File: config.mk
export PLATFORM = sky130hd
export DESIGN_NAME = tod_alarm_match
export DESIGN_NICKNAME = d
export VERILOG_FILES = /design/src/rtl/tod_alarm_pkg.sv /design/src/rtl/tod_alarm_regs.sv /design/src/rtl/tod_alarm_cmp.sv /design/src/rtl/tod_alarm_flag.sv /design/src/rtl/tod_alarm_match.sv
export SDC_FILE = /design/constraint.sdc
export NUM_CORES = 1
export LEC_CHECK = 0
export ABC_AREA = 1
export BUFFER_PORTS_ARGS = -buffer_cell sky130_fd_sc_hd__buf_2
export CAP_MARGIN = 10
export CORE_ASPECT_RATIO = 1.2
export CORE_UTILIZATION = 47
export CTS_BUF_LIST = sky130_fd_sc_hd__clkbuf_8
export DETAILED_ROUTE_END_ITERATION = 16
export MAX_ROUTING_LAYER = met4
export PLACE_DENSITY = 0.74
export SYNTH_ARGS = -nofsm -noshare
export SYNTH_HDL_FRONTEND = slang
export SYNTH_HIERARCHICAL = 1
export SYNTH_SLANG_ARGS = --single-unit
File: constraint.sdc
create_clock -name clk -period 3.05 [get_ports clk]
set_clock_uncertainty 0.1 [all_clocks]
set_input_delay 0.61 -clock clk [delete_from_list [all_inputs] [get_ports clk]]
set_output_delay 0.61 -clock clk [all_outputs]
set_load 0.01 [all_outputs]
File: src/rtl/tod_alarm_pkg.sv
package tod_alarm_pkg;
  localparam int REG_W      = 8;
  localparam int FIELD_W    = REG_W - 1;
  localparam int NUM_FIELDS = 3;
  localparam int SEL_W      = $clog2(NUM_FIELDS + 1);
  localparam int WILD_BIT   = REG_W - 1;

  typedef enum logic [SEL_W-1:0] {
    FLD_SEC = 2'd0,
    FLD_MIN = 2'd1,
    FLD_HR  = 2'd2
  } fld_e;

  typedef logic [NUM_FIELDS-1:0][REG_W-1:0]   alarm_bank_t;
  typedef logic [NUM_FIELDS-1:0][FIELD_W-1:0] time_bank_t;

  // Field comparison: a wildcard on the seconds field only accepts second 00.
  function automatic logic field_hit(input logic [REG_W-1:0]   alarm,
                                     input logic [FIELD_W-1:0] now,
                                     input logic               is_seconds);
    logic hit;
    if (alarm[WILD_BIT])
      hit = is_seconds ? (now == '0) : 1'b1;
    else
      hit = (alarm[FIELD_W-1:0] == now);
    return hit;
  endfunction
endpackage

File: src/rtl/tod_alarm_regs.sv
module tod_alarm_regs
  import tod_alarm_pkg::*;
(
  input  logic             clk,
  input  logic             rst_n,
  input  logic             wr_en,
  input  logic             rd_en,
  input  logic [SEL_W-1:0] sel,
  input  logic [REG_W-1:0] wdata,
  output logic [REG_W-1:0] rdata,
  output alarm_bank_t      alarm_q,
  output logic             access
);
  logic sel_ok;
  assign sel_ok = (sel < SEL_W'(NUM_FIELDS));
  assign access = (wr_en | rd_en) & sel_ok;

  always_ff @(posedge clk) begin
    if (!rst_n) begin
      alarm_q <= '0;
    end else begin
      for (int i = 0; i < NUM_FIELDS; i++)
        if (wr_en && sel == SEL_W'(i)) alarm_q[i] <= wdata;
    end
  end

  always_comb begin
    rdata = '0;
    for (int i = 0; i < NUM_FIELDS; i++)
      if (sel == SEL_W'(i)) rdata = alarm_q[i];
  end

  for (genvar gi = 0; gi < NUM_FIELDS; gi++) begin : g_chk
    // a write lands in the selected register at the next edge
    assert_write_capture_R2: assert property (@(posedge clk) disable iff (!rst_n)
      (wr_en && sel == SEL_W'(gi)) |=> (alarm_q[gi] == $past(wdata)));
    // without a write to it, a register holds its value
    assert_reg_hold_R9: assert property (@(posedge clk) disable iff (!rst_n)
      !(wr_en && sel == SEL_W'(gi)) |=> $stable(alarm_q[gi]));
  end
endmodule

File: src/rtl/tod_alarm_cmp.sv
module tod_alarm_cmp
  import tod_alarm_pkg::*;
(
  input  alarm_bank_t           alarm_q,
  input  time_bank_t            now,
  output logic [NUM_FIELDS-1:0] fld_hit,
  output logic                  all_hit
);
  for (genvar gi = 0; gi < NUM_FIELDS; gi++) begin : g_fld
    assign fld_hit[gi] = field_hit(alarm_q[gi], now[gi], gi == int'(FLD_SEC));
  end
  assign all_hit = &fld_hit;
endmodule

File: src/rtl/tod_alarm_flag.sv
module tod_alarm_flag (
  input  logic clk,
  input  logic rst_n,
  input  logic tick,
  input  logic all_hit,
  input  logic access,
  output logic flag,
  output logic event_pulse
);
  logic fire;
  assign fire = tick & all_hit;

  always_ff @(posedge clk) begin
    if (!rst_n) begin
      flag        <= 1'b0;
      event_pulse <= 1'b0;
    end else begin
      event_pulse <= fire;
      if (fire)        flag <= 1'b1;
      else if (access) flag <= 1'b0;
    end
  end

  // a match on a tick produces the event on the next cycle
  assert_fire_event_R3: assert property (@(posedge clk) disable iff (!rst_n)
    fire |=> event_pulse);
  // no event without a tick one cycle before
  assert_event_needs_tick_R3: assert property (@(posedge clk) disable iff (!rst_n)
    event_pulse |-> $past(tick));
  // an access with no concurrent match clears the flag
  assert_access_clears_R7: assert property (@(posedge clk) disable iff (!rst_n)
    (access && !fire) |=> !flag);
  // a match wins over a concurrent access
  assert_match_wins_R8: assert property (@(posedge clk) disable iff (!rst_n)
    (fire && access) |=> (flag && event_pulse));
  // the flag is sticky until an access
  assert_flag_sticky_R9: assert property (@(posedge clk) disable iff (!rst_n)
    (flag && !access) |=> flag);
  // an event always comes with the flag
  assert_event_has_flag_R3: assert property (@(posedge clk) disable iff (!rst_n)
    event_pulse |-> flag);
endmodule

File: src/rtl/tod_alarm_match.sv
module tod_alarm_match
  import tod_alarm_pkg::*;
(
  input  logic             clk,
  input  logic             rst_n,
  input  logic             reg_wr,
  input  logic             reg_rd,
  input  logic [SEL_W-1:0] reg_sel,
  input  logic [REG_W-1:0] reg_wdata,
  output logic [REG_W-1:0] reg_rdata,
  input  logic             time_tick,
  input  logic [FIELD_W-1:0] now_sec,
  input  logic [FIELD_W-1:0] now_min,
  input  logic [FIELD_W-1:0] now_hr,
  output logic             tod_flag,
  output logic             tod_event
);
  alarm_bank_t           alarm_q;
  time_bank_t            now_bank;
  logic [NUM_FIELDS-1:0] fld_hit;
  logic                  all_hit;
  logic                  reg_access;

  assign now_bank[FLD_SEC] = now_sec;
  assign now_bank[FLD_MIN] = now_min;
  assign now_bank[FLD_HR]  = now_hr;

  tod_alarm_regs u_regs (
    .clk     (clk),
    .rst_n   (rst_n),
    .wr_en   (reg_wr),
    .rd_en   (reg_rd),
    .sel     (reg_sel),
    .wdata   (reg_wdata),
    .rdata   (reg_rdata),
    .alarm_q (alarm_q),
    .access  (reg_access)
  );

  tod_alarm_cmp u_cmp (
    .alarm_q (alarm_q),
    .now     (now_bank),
    .fld_hit (fld_hit),
    .all_hit (all_hit)
  );

  tod_alarm_flag u_flag (
    .clk         (clk),
    .rst_n       (rst_n),
    .tick        (time_tick),
    .all_hit     (all_hit),
    .access      (reg_access),
    .flag        (tod_flag),
    .event_pulse (tod_event)
  );

  // wildcard minutes and hours fields always agree
  assert_min_wild_R5: assert property (@(posedge clk) disable iff (!rst_n)
    alarm_q[FLD_MIN][WILD_BIT] |-> fld_hit[FLD_MIN]);
  assert_hr_wild_R5: assert property (@(posedge clk) disable iff (!rst_n)
    alarm_q[FLD_HR][WILD_BIT] |-> fld_hit[FLD_HR]);
  // a wildcard seconds field agrees only at second 00
  assert_sec_rollover_R6: assert property (@(posedge clk) disable iff (!rst_n)
    (alarm_q[FLD_SEC][WILD_BIT] && fld_hit[FLD_SEC]) |-> (now_sec == '0));
  // an exact hours match includes the 12/24 and AM/PM bits
  assert_hr_exact_R4: assert property (@(posedge clk) disable iff (!rst_n)
    (!alarm_q[FLD_HR][WILD_BIT] && fld_hit[FLD_HR]) |-> (now_hr == alarm_q[FLD_HR][FIELD_W-1:0]));
endmodule

==> results of run 1 <==
-- power by group through the flow --
stage                     Clock, mW  Combinational [mW]  Sequential [mW]
after floorplan                   0              0.0994            0.376
after global placement            0               0.146            0.381
after detailed placement          0               0.149            0.381
after CTS                     0.197               0.150            0.373
after global routing          0.208               0.172            0.376
final                         0.192               0.149            0.373
-- tightest hold or removal path: stages (launching register included) --
cell and delay, ps:
dfxtp_1 320, nand3_1 80, nand2_1 40
-- area by class of cell --
class | instances | area share
multi-input combinational | 211 | 0.466
inverter | 55 | 0.104
timing repair buffer | 47 | 0.122
sequential | 26 | 0.263
tap | 37 | 0.0234
clock buffer | 3 | 0.0209
-- state kept, by name (all words and copies together) (netlist names) --
signal / count
u_flag/event_pulse: 1
u_flag/flag: 1
u_regs/alarm_q: 24
-- per-layer routing --
| metal | up-vias | routed length, microns |
|---|---|---|
| met1 | 748 | 1720 |
| li1 | 963 | - |
| met2 | 53 | 1930 |
| met4 | 0 | 40 |
| met5 | - | 0 |
| met3 | 4 | 240 |
-- per-stage QoR --
stage          instance area, sq um  setup slack [ps]   util  total power [mW]  hold slack [ps]
2_1_floorplan                  1710              1220      -             0.475              387
3_5_place_dp                   1940               857  0.570             0.530              369
5_1_grt                        1980               746  0.582             0.756              399
6_report                       1980               842  0.582             0.714              377
4_1_cts                        1980               850  0.582             0.720              383
3_3_place_gp                   1940               863  0.570             0.527              365
-- final timing paths --
kind | start | endpoint | slack (ps) | cells after the start
setup reg to reg | u_regs/alarm_q[8] | u_flag/flag | 1710 | 10
hold / removal | u_flag/flag | u_flag/flag | 380 | 2
setup / recovery | reg_sel[0] | reg_rdata[1] | 840 | 6
hold reg to reg | u_flag/flag | u_flag/flag | 380 | 2
-- cell usage in the layout, fill, tap and decap left out --
master,n
nand3_1,20
nand2_1,107
clkbuf_8,3
nand3_4,2
inv_2,6
nor2_2,4
a21oi_1,9
xnor2_1,4
clkinv_1,1
nor3_1,1
nor2_1,54
buf_4,2
inv_1,48
buf_2,45
nand2_2,5
dfxtp_1,26
nand4_1,1
xor2_1,4
==> impl_metrics.tcl, run 1 <==
set metrics [dict create \
    cts-hold-fix-buffers 0 \
    max_stage_delay_ps 310 \
    timing.setup.tns_ps 0 \
    cts_setup_buffers 0 \
    power_density_nw_per_um2 361 \
    drive_above_1_share 0.196 \
    crit_arrival_ps 1500 \
    routed_wl_microns 3930 \
    grt.met1_usage 0.271 \
    vias_per_cell 4.66 \
    run_status "complete, but fails checks" \
    worst_pin_slew_ps 474 \
    place_congestion 0.791 \
    syn2layout_area_growth_pct 15.8 \
    clkTransAtPathRegs_ps 90 \
    diodes 0 \
    dieArea_sq_um 3880 \
    antenna_found_initial 0 \
    ios 46 \
    max_freq_ghz 0.453 \
    maxCapViolations 0 \
    fp.dieW_microns 57.0 \
    netlist_area_sq_um 1710 \
    worstSetupPathType "input pin to output port" \
    rows 23 \
    final_antenna_net_count 0 \
    portBuffers 45 \
    start_util 0.503 \
    syn_area_per_cell_sq_um 5.69 \
    grt_start_max_net_pins 27 \
    track_usage 0.232 \
    fillCellCount 364 \
    wire_per_inst_microns 10.4 \
    multi_input_area_sq_um 922 \
    drt_iter0_drc 64 \
    worst-path-buf-inv 3 \
    dpl.cell_count 376 \
    p_sw_frac 0.292 \
    tritoncts "yes" \
    ir_drop_mv 0.207 \
    worstPathCellList "buf_2 > inv_2 > nor2_2 > nand2_1 > nand3_1 > buf_2" \
    core_sq_um 3400 \
    grt_setup_unrepaired "false" \
    combPwrFrac 0.208 \
    relSlewSlack 0.684 \
    grtUsageMet2 0.421 \
    cp-start-kind "input pin" \
    cts_resized 0 \
    synth_nets 336 \
    setup_viol 0 \
    clock-sinks 26 \
    critPathCaptureType "output port" \
    drc_errors 2 \
    grt-ovfl-total 0 \
    die_height_microns 68.0 \
    cts_buffer_depth 2 \
    hp-class "flop to flop" \
    synth_warnings 6 \
    hpwl_microns 2980 \
    cts_max_level 1 \
    required_ps 2340 \
    internal-power_mw 0.506 \
    period_share 0.724 \
    final_nets 380 \
    gr-usage-met3 0.0227 \
    period_needed_ps 2210 \
    busiest_layer "met2" \
    first_pass_iters 10 \
    clock-root-buffer "clkbuf_8" \
    cts_buffers 3 \
    clkPwrFrac 0.269 \
    critPathSlowestCell "nor2_2" \
    power_frac_seq 0.523 \
    cellLeakagePower_nw 1.14 \
    finalNonFillerCells 379 \
    via_count 1768 \
    clock_latency_ps 270 \
    violations "design-rule violations" \
    grt_pass1_vias 1631 \
    cp_top_family "simple AND/OR/NAND/NOR gates" \
    drv_slew 0 \
    switching_power_mw 0.208 \
    regArea_sq_um 520 \
    grt_pass1_wl_microns 6710 \
    worst-path-max-fanout 8 \
    finalHoldViolCount 0 \
    crit_top_cell "buf_2" \
    syn_inst 300 \
]
No activity file was read; power rests on OpenSTA's default activity.
==> inputs of run 2 (changes only) <==
- ABC_AREA: 1 -> 0
- PLACE_DENSITY: 0.74 -> 0.79
- clock period: 3.05 -> 1.8 ns (I/O delays scaled with it)
==> run 2 against run 1 <==
Against the previous run:
- the run now ends clean
- non-clock buffer count grew 7
- sequential share of layout area rose by 3.6 points
- die area is 16% lower
- clock power up 70%
- register-to-register slack got worse by 1600 ps
- routed wire length decreased by 11%
- synthesized cell count shrank 50%
- global-route usage is 0.21 points higher
- count of clock-buffer cells in the layout is the same
- hold slack got worse by 140 ps
==> impl_metrics.tcl, run 2 <==
set metrics [dict create \
    largest_reg_flops 24 \
    antenna_found_initial 0 \
    maxCapViolations 0 \
    clock-root-buffer "clkbuf_8" \
    combPwrFrac 0.172 \
    whs_endpoint "u_flag/event_pulse" \
    clock_latency_ps 270 \
    grt_pass1_vias 1268 \
    clock-sinks 26 \
    worstPathCellList "buf_2 > and2b_1 > o2bb2ai_1 > buf_2" \
    power_frac_seq 0.540 \
    finalHoldViolCount 0 \
    power_density_nw_per_um2 651 \
    via_count 1239 \
    core_sq_um 2840 \
    first_pass_iters 4 \
    place_area_sq_um 1690 \
    r2r_end "u_flag/flag" \
    drt_iter0_drc 27 \
    rows 21 \
    critPathSlowestCell "and2b_1" \
    max_freq_ghz 0.585 \
    pre_cts_ws_ps -60.4 \
    portBuffers 45 \
    drive_above_1_share 0.299 \
    grt-ovfl-total 0 \
    syn2layout_area_growth_pct 22.7 \
    clkPwrFrac 0.288 \
    start_util 0.499 \
    hp-start "time_tick" \
    grt_start_max_net_pins 35 \
    finalNonFillerCells 231 \
    drc_errors 0 \
    relSlewSlack 0.603 \
    hold_slack_ps 240 \
    grt_pass1_wl_microns 5530 \
    syn_area_per_cell_sq_um 9.51 \
    synth_warnings 6 \
    syn_inst 149 \
    p_sw_frac 0.260 \
    r2r_start "u_regs/alarm_q[12]" \
    drv_slew 0 \
    crit_arrival_ps 1250 \
    hpwl_microns 2570 \
    dieArea_sq_um 3240 \
    cp-start-kind "input pin" \
    run_status "complete, no violations" \
    crit_top_cell "buf_2" \
    final_cell_mix "45 x buf_2, 35 x nand2_1, 32 x mux2i_1" \
    diodes 0 \
    switching_power_mw 0.295 \
    mostFrequentLayoutCell "buf_2" \
    wire_per_inst_microns 15.1 \
    final_area_sq_um 1740 \
    rrSetupSlack_ps 140 \
    cts_buffers 3 \
    place_congestion 0.857 \
    ios 46 \
    clkTransAtPathRegs_ps 90 \
    setup_viol 0 \
    required_ps 1340 \
    cellLeakagePower_nw 0.842 \
    rr_worst_depth 7 \
    max_stage_delay_ps 430 \
    critPathCaptureType "output port" \
    final_antenna_net_count 0 \
    largestRegisters "u_regs/alarm_q: 24 flops, u_flag/event_pulse: 1 flops, u_flag/flag: 1 flops" \
    ir_drop_mv 0.423 \
    vias_per_cell 5.36 \
    cts_max_level 1 \
    fin_util 0.612 \
    netlist_area_sq_um 1420 \
    internal-power_mw 0.837 \
    cts-hold-fix-buffers 0 \
    routed_wl_microns 3480 \
    hp-class "input pin to flop" \
    grt_setup_unrepaired "false" \
    layout_setup_ws_ps 90.1 \
    tritoncts "yes" \
    track_usage 0.234 \
    dpl.cell_count 228 \
    worstHoldPathCells 2 \
    period_needed_ps 1710 \
    synth_nets 185 \
    period_share 0.950 \
    die_height_microns 62.1 \
    fp.dieW_microns 52.1 \
    top_register "u_regs/alarm_q" \
    cts_buffer_depth 2 \
    final_nets 235 \
    worstSetupPathType "input pin to output port" \
    worst_pin_slew_ps 595 \
    worst-path-max-fanout 8 \
]
run 2: worst max-delay path, delay by kind of cell:
family,cells,cell delay [ps]
buf+inv,2,290
simple gates,1,430
compound gates,1,170
run 2: area by class of cell:
type,count,area (sq um)
fill,238,1100
tap,34,42.5
timing repair buffer,54,293
multi-input combinational,114,841
clock buffer,3,41.3
sequential,26,520
run 2: worst max-delay path by stage:
stage                        from      endpoint  slack, ps  cells past startpoint
2_1_floorplan          now_min[4]   u_flag/flag        350                      6
3_3_place_gp           now_min[4]   u_flag/flag        -20                      8
3_5_place_dp           now_min[4]   u_flag/flag        -60                      8
4_1_cts        u_regs/alarm_q[12]   u_flag/flag         80                      7
5_1_grt                reg_sel[0]  reg_rdata[1]         20                      4
6_report               reg_sel[0]  reg_rdata[0]         90                      4
run 2: timing repair:
item                       in CTS  in global routing
setup endpoints to repair       0                  1
resized for setup               0                  1
setup buffers                   0                  0
run 2: through the flow:
| stage | power [mW] | TNS (ps) |
|---|---|---|
| floorplan | 0.731 | 0 |
| global placement | 0.809 | -20.7 |
| detailed placement | 0.814 | -88.8 |
| CTS | 1.13 | 0 |
| global route | 1.18 | 0 |
| finish | 1.13 | 0 |
run 2: layer usage:
layer,vias to the layer above,share of wire,global-route usage
met5,-,0,-
met4,0,0.015,0.101
met3,6,0.057,0.0270
met2,44,0.48,0.389
met1,577,0.45,0.274
li1,612,-,-
run 2: power by group through the flow:
stage / clock network, mW / logic [mW] / registers (mW)
5_1_grt: 0.353 / 0.210 / 0.614
2_1_floorplan: 0 / 0.111 / 0.620
3_3_place_gp: 0 / 0.185 / 0.624
4_1_cts: 0.327 / 0.191 / 0.611
6_report: 0.326 / 0.195 / 0.611
3_5_place_dp: 0 / 0.190 / 0.625
